## src/rtl/gpio_fsel_bank.sv

```systemverilog
module gpio_fsel_bank #(
  parameter int NPINS = 12,
  parameter int WIDE  = 1,
  parameter int NALT  = 3,
  parameter int AW    = 8
) (
  input  logic                  clk,
  input  logic                  rst_n,
  input  logic [AW-1:0]         addr,
  input  logic                  wr_en,
  input  logic [31:0]           wdata,
  output logic [31:0]           rdata,
  input  logic [NPINS-1:0]      pin_in,
  output logic [NPINS-1:0]      pin_out,
  output logic [NPINS-1:0]      pin_oe,
  input  logic [NALT*NPINS-1:0] alt_out,
  input  logic [NALT*NPINS-1:0] alt_oe
);
  localparam int LO_N    = (NPINS > 8) ? 8 : NPINS;
  localparam int DAT_OFF = (WIDE != 0) ? 8 : 4;

  logic sel_c0, sel_c1, sel_d;
  logic [4*NPINS-1:0] cfg_q;
  logic [NPINS-1:0]   dat_q, sync1_q, sync2_q, rd_dat;

  assign sel_c0 = (addr == AW'(0));
  assign sel_c1 = (WIDE != 0) && (addr == AW'(4));
  assign sel_d  = (addr == AW'(DAT_OFF));

  always_ff @(posedge clk or negedge rst_n)
    if (!rst_n) cfg_q <= '0;
    else if (wr_en)
      for (int n = 0; n < NPINS; n++)
        if ((n < 8 && sel_c0) || (n >= 8 && sel_c1))
          cfg_q[4*n +: 4] <= wdata[4*(n%8) +: 4];

  always_ff @(posedge clk or negedge rst_n)
    if (!rst_n) dat_q <= '0;
    else if (wr_en && sel_d) dat_q <= wdata[NPINS-1:0];

  always_ff @(posedge clk or negedge rst_n)
    if (!rst_n) begin
      sync1_q <= '0;
      sync2_q <= '0;
    end else begin
      sync1_q <= pin_in;
      sync2_q <= sync1_q;
    end

  for (genvar n = 0; n < NPINS; n++) begin : g_pin
    logic [3:0] code;
    logic [4:0] src;
    logic       drv_o, drv_e;
    assign code = cfg_q[4*n +: 4];
    assign src  = {1'b0, code} - 5'd2;
    always_comb begin
      drv_o = 1'b0;
      drv_e = 1'b0;
      if (code == 4'd1) begin
        drv_o = dat_q[n];
        drv_e = 1'b1;
      end else if (code >= 4'd2 && int'(src) < NALT) begin
        drv_o = alt_out[int'(src)*NPINS + n];
        drv_e = alt_oe[int'(src)*NPINS + n];
      end
    end
    assign pin_out[n] = drv_o;
    assign pin_oe[n]  = drv_e;
    assign rd_dat[n]  = (code == 4'd1) ? dat_q[n] : sync2_q[n];
  end

  always_comb begin
    rdata = '0;
    if (sel_c0)
      for (int n = 0; n < LO_N; n++) rdata[4*n +: 4] = cfg_q[4*n +: 4];
    else if (sel_c1)
      for (int n = 8; n < NPINS; n++) rdata[4*(n-8) +: 4] = cfg_q[4*n +: 4];
    else if (sel_d)
      rdata[NPINS-1:0] = rd_dat;
  end
endmodule

```

## config.mk

```make
export PLATFORM = sky130hd
export DESIGN_NAME = gpio_fsel_bank
export DESIGN_NICKNAME = d
export VERILOG_FILES = /design/src/rtl/gpio_fsel_bank.sv
export SDC_FILE = /design/constraint.sdc
export NUM_CORES = 1
export LEC_CHECK = 0
export CORE_UTILIZATION = 56
export CTS_CLUSTER_DIAMETER = 120
export DETAILED_ROUTE_END_ITERATION = 7
export MAX_ROUTING_LAYER = met4
export PLACE_DENSITY = 0.95
export SYNTH_ARGS = -nofsm -noshare
export SYNTH_HDL_FRONTEND = slang
export SYNTH_SLANG_ARGS = --single-unit
```

## constraint.sdc

```tcl
create_clock -name clk -period 6.4 [get_ports clk]
set_input_delay 1.28 -clock clk [delete_from_list [all_inputs] [get_ports clk]]
set_output_delay 1.28 -clock clk [all_outputs]
set_load 0.01 [all_outputs]
```

# Word level (Yosys, flattened, before mapping)

Cells that the tools add are included.

$mul: 12
Add/sub/neg operators: 23
Order comparisons: 36
Reductions and logical operators: 16
Multiplexer cells: 137
Equality and inequality tests: 14

Operator list:

| cell                                                              | count |
|---|---|
| binary-select mux 1 bit (select 6 bit)                            | 22 |
| less-than comparator 10 x 7 -> 1 bit, second input constant       | 11 |
| two-way mux 1 bit                                                 | 108 |
| multiplier 5 x 2 -> 7 bit, second input constant                  | 12 |
| less-than comparator 5 x 2 -> 1 bit, second input constant        | 12 |
| subtractor 4 x 2 -> 5 bit, second input constant                  | 12 |
| == test 4 x 1 -> 1 bit, second input constant                     | 12 |
| greater-or-equal comparator 4 x 2 -> 1 bit, second input constant | 12 |
| adder 9 x 3 -> 10 bit, second input constant                      | 4 |
| adder 9 x 4 -> 10 bit, second input constant                      | 4 |
| two-way mux 16 bit                                                | 2 |
| two-way mux 12 bit                                                | 2 |
| adder 9 x 2 -> 10 bit, second input constant                      | 2 |
| logical AND 1 bit                                                 | 13 |
| adder 9 x 1 -> 10 bit, second input constant                      | 1 |
| less-than comparator 9 x 7 -> 1 bit, second input constant        | 1 |
| binary-select mux 1 bit (select 4 bit)                            | 2 |
| == test 8 x 3 -> 1 bit, second input constant                     | 1 |
| == test 8 x 4 -> 1 bit, second input constant                     | 1 |
| logical NOT 8 bit                                                 | 1 |
| two-way mux 4 bit                                                 | 1 |
| AND reduction 2 bit                                               | 2 |

Bits of input ports: 127
Flip-flop bits (word level): 84
Output and inout bits: 56

# Longest topological paths before layout

Gate-level depths: netlist (run 1).

Depth after elaboration: 8
Mapped depth: 12

# Least setup slack after synthesis (run 1)

OpenSTA, ideal clock, no wires.

Kind: register to output
Start point: register cfg_q[17]
End point: output pin_out[4]
Path slack: 2394 ps
Stages on the path, launching flop included: 13
Arrival: 2726 ps
Path buffers: 3
Required time: 5120 ps
Path through: dfrtp_1 > clkbuf_1 > inv_1 > ha_1 > ha_1 > clkbuf_1 > or3b_2 > a21oi_1 > a21oi_1 > nor4b_1 > a2111oi_0 > o31ai_1 > buf_4

Cells in the longest elaborated chain, start to end: 8
Elaborated cells on any way between the ends: 12

Ends and longest elaborated chain:

| element                                               | RTL line | text |
|---|---|---|
| start, declared                                       | 23       | `logic [4*NPINS-1:0] cfg_q;` |
| start signal, assigned by index                       | 35       | `cfg_q[4*n +: 4] <= wdata[4*(n%8) +: 4];` |
| subtractor 4 x 2 -> 5 bit                             | 55       | `assign src = {1'b0, code} - 5'd2;` |
| multiplier 5 x 2 -> 7 bit                             | 63       | `drv_o = alt_out[int'(src)*NPINS + n];` |
| adder 9 x 3 -> 10 bit                                 | 63       |  |
| binary-select mux 1 bit (select 6 bit)                | 63       |  |
| two-way mux 1 bit (implied by the code) (2 in series) | 63       |  |
| two-way mux 1 bit                                     | 62       | `end else if (code >= 4'd2 && int'(src) < NALT) begin` |
| two-way mux 1 bit (*)                                 | 59       | `if (code == 4'd1) begin` |
| end, declared                                         | 14       | `output logic [NPINS-1:0] pin_out,` |

Mark *: on every way between the ends. The rest lies on a longest branch, timed or not. The select of a mux whose other input is x is not followed.

# Final worst setup path (run 1)

Start point: input addr[5]
End point: output rdata[24]

Cells in the longest elaborated chain, start to end: 2

Ends and longest elaborated chain:

| element            | RTL line | text |
|---|---|---|
| start, declared    | 9        | `input logic [AW-1:0] addr,` |
| logical NOT 8 bit  | 26       | `assign sel_c0 = (addr == AW'(0));` |
| two-way mux 16 bit | 74       | `if (sel_c0)` |
| end, declared      | 12       | `output logic [31:0] rdata,` |

Every way passes these cells.

==> results of run 1 <==
## cells in the mapped netlist (5+ instances only)
master and number:
dfrtp_1 84, o22ai_1 16, clkbuf_1 36, a21oi_1 18
mux2i_1 40, mux2_2 14, a221oi_1 13, nand2_1 126
xor2_1 11, nand2b_1 7, buf_2 5, a21boi_0 12
and2_1 13, xnor2_1 46, ha_1 67, mux4_2 44
and3_1 9, nor2_1 41, buf_4 27, a21o_1 5
o21ai_0 63, nand3_1 32, o21ai_1 9, inv_1 52
nor3b_1 8, nor2b_1 5, nor3_1 20
## critical path, delay by kind of cell
family                 cells  cell delay [ps]
buffers and inverters      3             1210
AND/OR/NAND/NOR            4             1690
## layout by cell type, fill, tap and decap left out, types with 11 or more instances in the layout
cell type        count
a21boi_0            12
a21oi_1             18
a221oi_1            13
and2_1              13
clkdlybuf4s50_1    180
dfrtp_1             84
ha_1                67
inv_1               52
mux2_2              14
mux2i_1             40
mux4_2              44
nand2_1            126
nand3_1             32
nor2_1              40
nor3_1              20
o21ai_0             63
o22ai_1             16
xnor2_1             46
xor2_1              11
## registers in the layout, summed over array words and instances (netlist names)
register and cells:
dat_q 12, sync1_q 12, cfg_q 48, sync2_q 12
## routing by layer
layer	up-vias	routed length (µm)
met5	-	0
met2	366	10920
met3	63	1460
met1	3516	9059
met4	0	779
li1	3420	-
## logic make-up after synthesis
logic type | Yosys count
simple gates | 281
compound gates | 173
fa+ha+maj | 67
xor+xnor | 60
buf+inv | 123
mux | 98
flops | 84
## path summary, 6_finish.rpt
check                                start    endpoint  slack (ps)
worst max-delay path               addr[5]   rdata[24]         930
worst min-delay path            sync1_q[7]  sync2_q[7]         350
worst max register to register   cfg_q[21]   cfg_q[21]        5320
worst min register to register  sync1_q[7]  sync2_q[7]         350
max in group asynchronous            rst_n  sync1_q[0]        4500
min in group asynchronous            rst_n   cfg_q[24]         910
## power by group
group | switching [mW] | internal, mW
Combinational | 0.424 | 0.432
Sequential | 0.0539 | 0.567
Clock | 0.202 | 0.311
Total | 0.680 | 1.31
## layout make-up
cell class / instances / area share [%]
multi-input cells: 679 / 53.70
flip-flops and latches: 84 / 20.89
repair buffers: 187 / 18.40
clock buffers: 13 / 2.486
well taps: 180 / 2.238
inverters: 52 / 1.939
clock inverters: 2 / 0.3481
==> metrics.md, run 1 <==
| Metric | Value |
|---|---|
| GRT Util Overall | roughly a third |
| Arr. time, crit path | 4190 ps |
| Fillers | 1025 |
| Synth area leader | dfrtp_1 |
| WS Path Type | primary input to output pin |
| Antenna Cells | 0 |
| Final Instance Count excl. Fillers | roughly 1.2k |
| Die height | 122.1 µm |
| Synth top area cells | dfrtp_1 (26%), mux4_2 (12%), ha_1 (10%), nand2_1 (5.9%), xnor2_1 (5.0%) |
| Synth Instances | approximately 900 |
| Minimum clock period | around 5500 ps |
| CP most frequent cell | clkdlybuf4s50_1 |
| Root buffer cell | clkbuf_16 |
| NumNets Final | approximately 1.2k |
| RSZ-0062 raised after global routing | no |
| Max IR drop VDD | between 0.15 and 0.2 mV |
| Syn Area/Cell | slightly above 9 µm² |
| Final setup fails | 0 |
| CTS Buffer Depth | 2 |
| CORE AREA | around 14000 µm² |
| Synth Area in Compound Gates | between 10% and 20% |
| Synth async-reset ratio | between 90% and 100% |
| Path type of the worst min-delay path | flip-flop to flip-flop |
| Top Ports | around 180 |
| Final TNS setup | 0 ps |
| Critical-path cell list | clkdlybuf4s50_1 -> or4_4 -> nor3_4 -> buf_4 -> nand2b_1 -> nor3_1 -> clkdlybuf4s50_1 |
| Met2 usage in global routing | 51.09% |
| Critical Path Fanout Max | 22 |
| Fin. Hold Viols | 0 |
| Area after DPL | between 9000 and 10000 µm² |
| Post-synth cell types | 58 |
| Slew Viols, Final | 0 |
| Total wire length | about 22000 µm |
| Path depth of the worst reg2reg path | 2 |
| Largest family of logic cells by synthesized area | multiplexers |
| Gr busiest metal | met2 |
| DIE WIDTH | between 100 and 150 µm |
| Vias in the first global route | around 7.3k |
| Layout Area Growth over Synthesis | 24.62% |
| Post-synthesis xor/xnor area fraction | under 10% |
| Hold buffer count at cts | 0 |
| DR vias | 7365 |
| Met3 Use GR | under 10% |
| Met1 Use GR | approximately two fifths |
| Residual DRC | 0 |
| Clk Latency, worst-skew pair | between 300 and 400 ps |
| Synth top area share | 26.03% |
| Pre-CTS WS | ~950 ps |
| Post-Synth Simple-Gate Area | around 17% |
| Post-Syn Area | between 8000 and 9000 µm² |
| Layout cells sized above 1 | just over 8% |
| Floorplan die area | about 15000 µm² |
| Mux cell area share after synthesis | between 10% and 20% |
| CP max stage delay | about 640 ps |
| Clk slew on worst S/H paths | 60 ps |
| Post-CTS Resized | 0 |
| Synth Net Count | ~1.1k |
| Htree depth | 3 |
| Drt wl/cell | 18.56 µm |
| CTS sink cnt | 84 |
| Worst path slowest cell | nand2b_1 |
| Placed Cells | approximately 1.2k |
| TritonCTS clock tree | done |
| Pre-Repair DR Iteration Count | 5 |
| IO buf count | around 180 |
| F_max | between 150 and 200 MHz |
| WHS | approximately 350 ps |
| Seq cells post-synth | 84 |
| Post-synthesis adder-cell area fraction | about a tenth |
| Leakage power | about 4.3 nW |
| Status | complete, no violations |
| Setup slack after layout | 933.6 ps |
| Largest net degree at the start of global routing | around 50 |
| CTS Buf Count | 9 |
| First-pass GRT wire length | roughly 35000 µm |
| Seq/Total Area, Yosys | a little over a quarter |
| Number of synthesized flops with an enable pin | 0 |
| Max-cap violations | 0 |
| Initial antenna violation count | 0 |
| Slew @ Worst Pin | roughly 1200 ps |
| Primary FF master, synth | dfrtp_1 |
| Postcts setup bufs | 0 |
| Ys Warns | 0 |
| Worst setup EP type | output pin |
| Gr ovfl total | 0 |
| Std-Cell Rows | 43 |
| Total power | 1.989 mW |
| Pwr/cell area | 197.7 nW/µm² |
| Area of the multi-input gates | ~5400 µm² |
| Hpwl dp | 17210 µm |
| Vias per cell | just over 6 |
| FF/Latch Area | between 2000 and 2500 µm² |
| DRT iter0 DRCs | roughly 500 |
| Post-route cell area | between 10000 and 15000 µm² |
| CP required | between 5000 and 6000 ps |
| Worst Setup Start Kind | primary input |
| Final worst-path cycle share | 85.41% |
| Util after Layout | 71.95% |
| Clk_skew | ~1.3 ps |
| Detail Route Antenna Nets | 0 |
| Worst slew margin | 20.48% |
| RePlAce Congestion | between 0.9 and 1 |
| Starting Density | between 50% and 60% |
| WHS Path Cells | 0 |
Note: power is estimated with default switching activity, not from simulation.
==> run 2, diff against run 1 <==
==> config.mk (replaced) <==
export PLATFORM = sky130hd
export DESIGN_NAME = gpio_fsel_bank
export DESIGN_NICKNAME = d
export VERILOG_FILES = /design/src/rtl/gpio_fsel_bank.sv
export SDC_FILE = /design/constraint.sdc
export NUM_CORES = 1
export LEC_CHECK = 0
export CORE_UTILIZATION = 30
export CTS_CLUSTER_DIAMETER = 80
export DETAILED_ROUTE_END_ITERATION = 7
export MAX_ROUTING_LAYER = met4
export PLACE_DENSITY = 0.6
export SKIP_CTS_REPAIR_TIMING = 1
export SYNTH_ARGS = -nofsm -noshare
export SYNTH_HDL_FRONTEND = slang
export SYNTH_SLANG_ARGS = --single-unit
==> run 2 against run 1 <==
- the flow now finishes with violations (DRC)
- combinational power is essentially flat
- maximum frequency grew 9.0%
- sequential share of layout area shrank 0.53 points
- final area grew 2.6%
- critical path depth grew 3
- register-to-register slack lost 20 ps
- final cell count grew 13%
- wire length grew 9.3%
- power grew 3.7%
- critical path type is now flip-flop to output pin
- largest power group unchanged
==> metrics.md, run 2 (synthesis gave the netlist of run 1 again) <==
| Metric | Value |
|---|---|
| CTS Buf Count | 9 (unchanged) |
| DIE WIDTH | 166.1 µm (was 122.1 µm) |
| Most frequent cells in the layout | clkdlybuf4s50_1 (180), nand2_1 (126), dfrtp_1 (84) (unchanged) |
| Top Ports | 183 (unchanged) |
| Die height | 166.1 µm (was 122.1 µm) |
| Htree depth | 3 (unchanged) |
| Critical Path Fanout Max | 11 (was 22) |
| RePlAce Congestion | 0.8312 (was 0.9451) |
| Detail Route Antenna Nets | 0 (unchanged) |
| Residual DRC | 13 (was 0) |
| Largest net degree at the start of global routing | 48 (was 49) |
| Floorplan die area | 27580 µm² (was 14910 µm²) |
| Initial antenna violation count | 0 (unchanged) |
| Pre-CTS WS | 1444 ps (was 947.3 ps) |
| Final setup fails | 0 (unchanged) |
| CTS sink cnt | 84 (unchanged) |
| Worst Setup Start Kind | flip-flop (was primary input) |
| Antenna Cells | 0 (unchanged) |
| Starting Density | 30.82% (was 57.74%) |
| Std-Cell Rows | 59 (was 43) |
| IO buf count | 182 (unchanged) |
| Max-cap violations | 0 (unchanged) |
| Clk Latency, worst-skew pair | 350 ps (was 340 ps) |
| Gr ovfl total | 0 (unchanged) |
| Setup slack after layout | 1384 ps (was 933.6 ps) |
| GRT Util Overall | 18.45% (was 31.59%) |
| DRT iter0 DRCs | 443 (was 505) |
| Clk_skew | 6.311 ps (was 1.252 ps) |
| WS Path Type | flip-flop to output pin (was primary input to output pin) |
| Worst slew margin | 31.64% (was 20.48%) |
| Largest Register | cfg_q (unchanged) |
| Max reg flops | 48 (unchanged) |
| Hpwl dp | 18970 µm (was 17210 µm) |
| Pre-Repair DR Iteration Count | 7 (was 5) |
| Max IR drop VDD | 0.1120 mV (was 0.1534 mV) |
| Drt wl/cell | 17.92 µm (was 18.56 µm) |
| Final TNS setup | 0 ps (unchanged) |
| Arr. time, crit path | 3740 ps (was 4190 ps) |
| Commonest non-fill, non-tap cell in the layout | clkdlybuf4s50_1 (unchanged) |
| Pwr/cell area | 199.9 nW/µm² (was 197.7 nW/µm²) |
| NumNets Final | 1209 (was 1207) |
| Layout cells sized above 1 | 8.725% (was 8.260%) |
| RSZ-0062 raised after global routing | no (unchanged) |
| Root buffer cell | clkbuf_16 (unchanged) |
| DR vias | 7028 (was 7365) |
| F_max | 199.4 MHz (was 182.9 MHz) |
| Worst setup EP type | output pin (unchanged) |
| Fillers | 2681 (was 1025) |
| Leakage power | 4.305 nW (was 4.281 nW) |
| CP required | 5120 ps (about the same) |
| Clk slew on worst S/H paths | 60 ps (about the same) |
| CORE AREA | 26210 µm² (was 13990 µm²) |
| Failing checks | DRC |
| Fin. Hold Viols | 0 (unchanged) |
| Vias per cell | 5.187 (was 6.153) |
| Vias in the first global route | 7184 (was 7284) |
| Path type of the worst min-delay path | flip-flop to flip-flop (unchanged) |
| Status | complete, but fails checks (was complete, no violations) |
| Final worst-path cycle share | 78.37% (was 85.41%) |
| TritonCTS clock tree | done (unchanged) |
| Slew Viols, Final | 0 (unchanged) |
| Slew @ Worst Pin | 1024 ps (was 1193 ps) |
| CTS Buffer Depth | 2 (unchanged) |
| Total wire length | 24280 µm (was 22220 µm) |
| Layout Area Growth over Synthesis | 27.84% (was 24.62%) |
| Minimum clock period | 5016 ps (was 5466 ps) |
| First-pass GRT wire length | 39080 µm (was 35470 µm) |
| WHS | 345.9 ps (was 347.4 ps) |
run 2: critical path, cell delays in order, from the launching register on:
cell and delay, ps:
dfrtp_1 540, inv_1 200, ha_1 240, ha_1 380
or3b_2 490, a21oi_1 160, a21oi_1 80, nor4b_1 250
a2111oi_0 140, o31ai_1 320, clkdlybuf4s50_1 600
run 2: worst paths after layout:
check / from / end / slack [ps] / cells past startpoint
worst max-delay path: cfg_q[17] / pin_out[4] / 1380 / 10
worst min-delay path: sync1_q[4] / sync2_q[4] / 350 / 0
worst max register to register: cfg_q[29] / cfg_q[29] / 5300 / 2
worst min register to register: sync1_q[4] / sync2_q[4] / 350 / 0
max in group asynchronous: rst_n / cfg_q[36] / 4420 / 2
min in group asynchronous: rst_n / cfg_q[24] / 910 / 1
run 2: metrics by stage:
stage / utilization (%) / instance area, µm² / power [mW] / std cells
2_1_floorplan: - / 8077 / 1.230 / 886
3_3_place_gp: 38.16 / 10000 / 1.469 / 1339
3_5_place_dp: 38.16 / 10000 / 1.481 / 1339
4_1_cts: 39.40 / 10320 / 2.091 / 1355
5_1_grt: 39.40 / 10320 / 2.200 / 1355
6_report: 39.40 / 10320 / 2.064 / 1355
run 2: final cells by class:
| class | count | area (µm²) | share of cell area [%] |
|---|---|---|---|
| clock inverters | 6 | 95.09 | 0.9210 |
| clock buffers | 10 | 229.0 | 2.218 |
| well taps | 335 | 419.2 | 4.060 |
| flip-flops and latches | 84 | 2102 | 20.36 |
| multi-input cells | 679 | 5405 | 52.35 |
| repair buffers | 189 | 1879 | 18.20 |
| inverters | 52 | 195.2 | 1.890 |
run 2: layer usage:
layer | track usage [%] | share of wire, %
met5 | - | 0
met4 | 4.632 | 1.5
met3 | 2.908 | 4.1
met2 | 28.73 | 46
met1 | 24.93 | 48
run 2: report_power, final:
group	switching (mW)	leakage [nW]	internal [mW]
Combinational	0.423	3.26	0.432
Sequential	0.0539	0.892	0.566
Clock	0.243	0.151	0.347
Total	0.719	4.31	1.34
==> run 3, diff against run 2 <==
==> constraint.sdc (replaced) <==
create_clock -name clk -period 5 [get_ports clk]
set_input_delay 1 -clock clk [delete_from_list [all_inputs] [get_ports clk]]
set_output_delay 1 -clock clk [all_outputs]
set_load 0.01 [all_outputs]
==> run 3 against run 2 <==
- sequential share of layout area barely moved
- wire length down 1.2%
- global-route usage shrank 0.47 points
- worst hold slack improved by 1.9 ps
- largest power group unchanged
- clock skew fell by 1.0 ps
- final area barely moved
- largest cell class unchanged
- clock power up 21%
- critical path type unchanged
- sequential cell count unchanged
- the run still ends with DRC left
==> metrics.md, run 3 (synthesis gave the netlist of run 1 again) <==
| Metric | Value |
|---|---|
| Status | complete, but fails checks (unchanged) |
| Failing checks | DRC (unchanged) |
| CORE AREA | 26210 µm² (unchanged) |
| Most frequent cells in the layout | clkdlybuf4s50_1 (180), nand2_1 (126), dfrtp_1 (84) (unchanged) |
| IO buf count | 182 (unchanged) |
| Pre-Repair DR Iteration Count | 7 (unchanged) |
| Placed Cells | 1343 (was 1339) |
| Worst setup EP type | output pin (unchanged) |
| Antenna Cells | 0 (unchanged) |
| Pre-CTS WS | 613.7 ps (was 1444 ps) |
| Reg2Reg Launch Point | cfg_q[40] (was cfg_q[29]) |
| Slew Viols, Final | 0 (unchanged) |
| Vias in the first global route | 7032 (was 7184) |
| F_max | 213.1 MHz |
| WHS | 347.9 ps (was 345.9 ps) |
| WS Path Type | flip-flop to output pin (unchanged) |
| Floorplan die area | 27580 µm² (unchanged) |
| Area of the multi-input gates | 5405 µm² (unchanged) |
| Clk slew on worst S/H paths | 70 ps (was 60 ps) |
| Layout Area Growth over Synthesis | 27.82% (was 27.84%) |
| DR vias | 7068 (was 7028) |
| Drt wl/cell | 17.65 µm (was 17.92 µm) |
| Clk_skew | 5.302 ps (was 6.311 ps) |
| Max IR drop VDD | 0.1117 mV (was 0.1120 mV) |
| Setup slack after layout | 307.4 ps (was 1384 ps) |
| Leakage power | 4.319 nW (was 4.305 nW) |
| Largest Register | cfg_q (unchanged) |
| Die height | 166.1 µm (unchanged) |
| CP required | 4000 ps (was 5120 ps) |
| Std-Cell Rows | 59 (unchanged) |
| Residual DRC | 13 (unchanged) |
| Max reg flops | 48 (unchanged) |
| Pwr/cell area | 251.9 nW/µm² (was 199.9 nW/µm²) |
| Max-cap violations | 0 (unchanged) |
| Clk Latency, worst-skew pair | 350 ps (about the same) |
| Hpwl dp | 18730 µm (was 18970 µm) |
| Detail Route Antenna Nets | 0 (unchanged) |
| CTS Buf Count | 9 (unchanged) |
| CTS Buffer Depth | 2 (unchanged) |
| Gr ovfl total | 0 (unchanged) |
| CTS sink cnt | 84 (unchanged) |
| Hold path endpoint | sync2_q[4] (unchanged) |
| Largest net degree at the start of global routing | 46 (was 48) |
| Final setup fails | 0 (unchanged) |
| Total wire length | 23980 µm (was 24280 µm) |
| Worst Setup Start Kind | flip-flop (unchanged) |
| FF/Latch Area | 2102 µm² (unchanged) |
| Total power | 2.601 mW (was 2.064 mW) |
| RePlAce Congestion | 0.8800 (was 0.8312) |
| Htree depth | 3 (unchanged) |
| Commonest non-fill, non-tap cell in the layout | clkdlybuf4s50_1 (unchanged) |
| Final TNS setup | 0 ps (unchanged) |
| WHS Path Cells | 0 (unchanged) |
| Path depth of the worst reg2reg path | 2 (unchanged) |
| R2R Setup Slk | 3940 ps (was 5300 ps) |
| DIE WIDTH | 166.1 µm (unchanged) |
| Starting Density | 30.82% (unchanged) |
| GRT Util Overall | 17.98% (was 18.45%) |
| Vias per cell | 5.201 (was 5.187) |
| First-pass GRT wire length | 38190 µm (was 39080 µm) |
| RSZ-0062 raised after global routing | no (unchanged) |
| Slew @ Worst Pin | 661.7 ps (was 1024 ps) |
| NumNets Final | 1213 (was 1209) |
| Path type of the worst min-delay path | flip-flop to flip-flop (unchanged) |
| Fin. Hold Viols | 0 (unchanged) |
| Minimum clock period | between 4000 and 5000 ps |
| Final Instance Count excl. Fillers | 1359 (was 1355) |
| Worst slew margin | 55.89% (was 31.64%) |
| Reg-to-Reg End | cfg_q[40] (was cfg_q[29]) |
| Layout cells sized above 1 | 9.180% (was 8.725%) |
| Fillers | 2626 (was 2681) |
| Top Ports | 183 (unchanged) |
| Root buffer cell | clkbuf_16 (unchanged) |
| DRT iter0 DRCs | 327 (was 443) |
| Initial antenna violation count | 0 (unchanged) |
| Final worst-path cycle share | between 90% and 100% |
| TritonCTS clock tree | done (unchanged) |
| Critical Path Fanout Max | 11 (unchanged) |
| Arr. time, crit path | 3690 ps (was 3740 ps) |
| Hold_sp | sync1_q[4] (unchanged) |
run 3: cell types whose count changed in the layout (fill, tap and decap cells not counted), sizes merged:
cell,delta
clkbuf,-1
clkinv,+1
inv,+2
bufinv,-1
clkinvlp,-1
buf,+4
run 3: where the power goes:
part	internal, mW	switching (mW)
Clock	0.396	0.318
Combinational	0.554	0.541
Sequential	0.725	0.0681
run 3: routing by layer:
layer  share of wire, %  wire length [µm]  up-vias  global-route usage [%]
li1                   -                 -     3428                       -
met1                 48             11490     3435                   24.42
met2                 46             11090      188                   28.01
met3                4.8              1146       17                   2.979
met4                1.1               254        0                   3.901
met5                  0                 0        -                       -
run 3: worst max-delay path by stage:
stage,from,endpoint,slack [ps],cells after the start
after floorplan,cfg_q[17],pin_out[4],1270,12
after global placement,alt_out[16],pin_out[4],630,7
after detailed placement,alt_out[16],pin_out[4],610,7
after CTS,cfg_q[17],pin_out[4],240,10
after global routing,cfg_q[17],pin_out[4],30,10
final,cfg_q[17],pin_out[4],310,10
run 3: final cells by class:
class	count	share of cell area (%)
well taps	335	4.060
multi-input cells	679	52.36
clock inverters	7	0.7757
repair buffers	193	18.37
inverters	52	1.891
clock buffers	9	2.182
flip-flops and latches	84	20.36
run 3: worst max-delay path, stage by stage (launching register included):
cell and delay [ps]:
dfrtp_1 530, inv_1 180, ha_1 230, ha_1 370
or3b_2 490, a21oi_1 170, a21oi_1 80, nor4b_1 250
a2111oi_0 140, o31ai_1 310, clkdlybuf4s50_1 590
run 3: stage by stage:
stage / area (µm²) / utilization, %
5_1_grt: 10320 / 39.39
3_3_place_gp: 10020 / 38.23
2_1_floorplan: 8077 / -
3_5_place_dp: 10020 / 38.23
6_report: 10320 / 39.39
4_1_cts: 10320 / 39.39
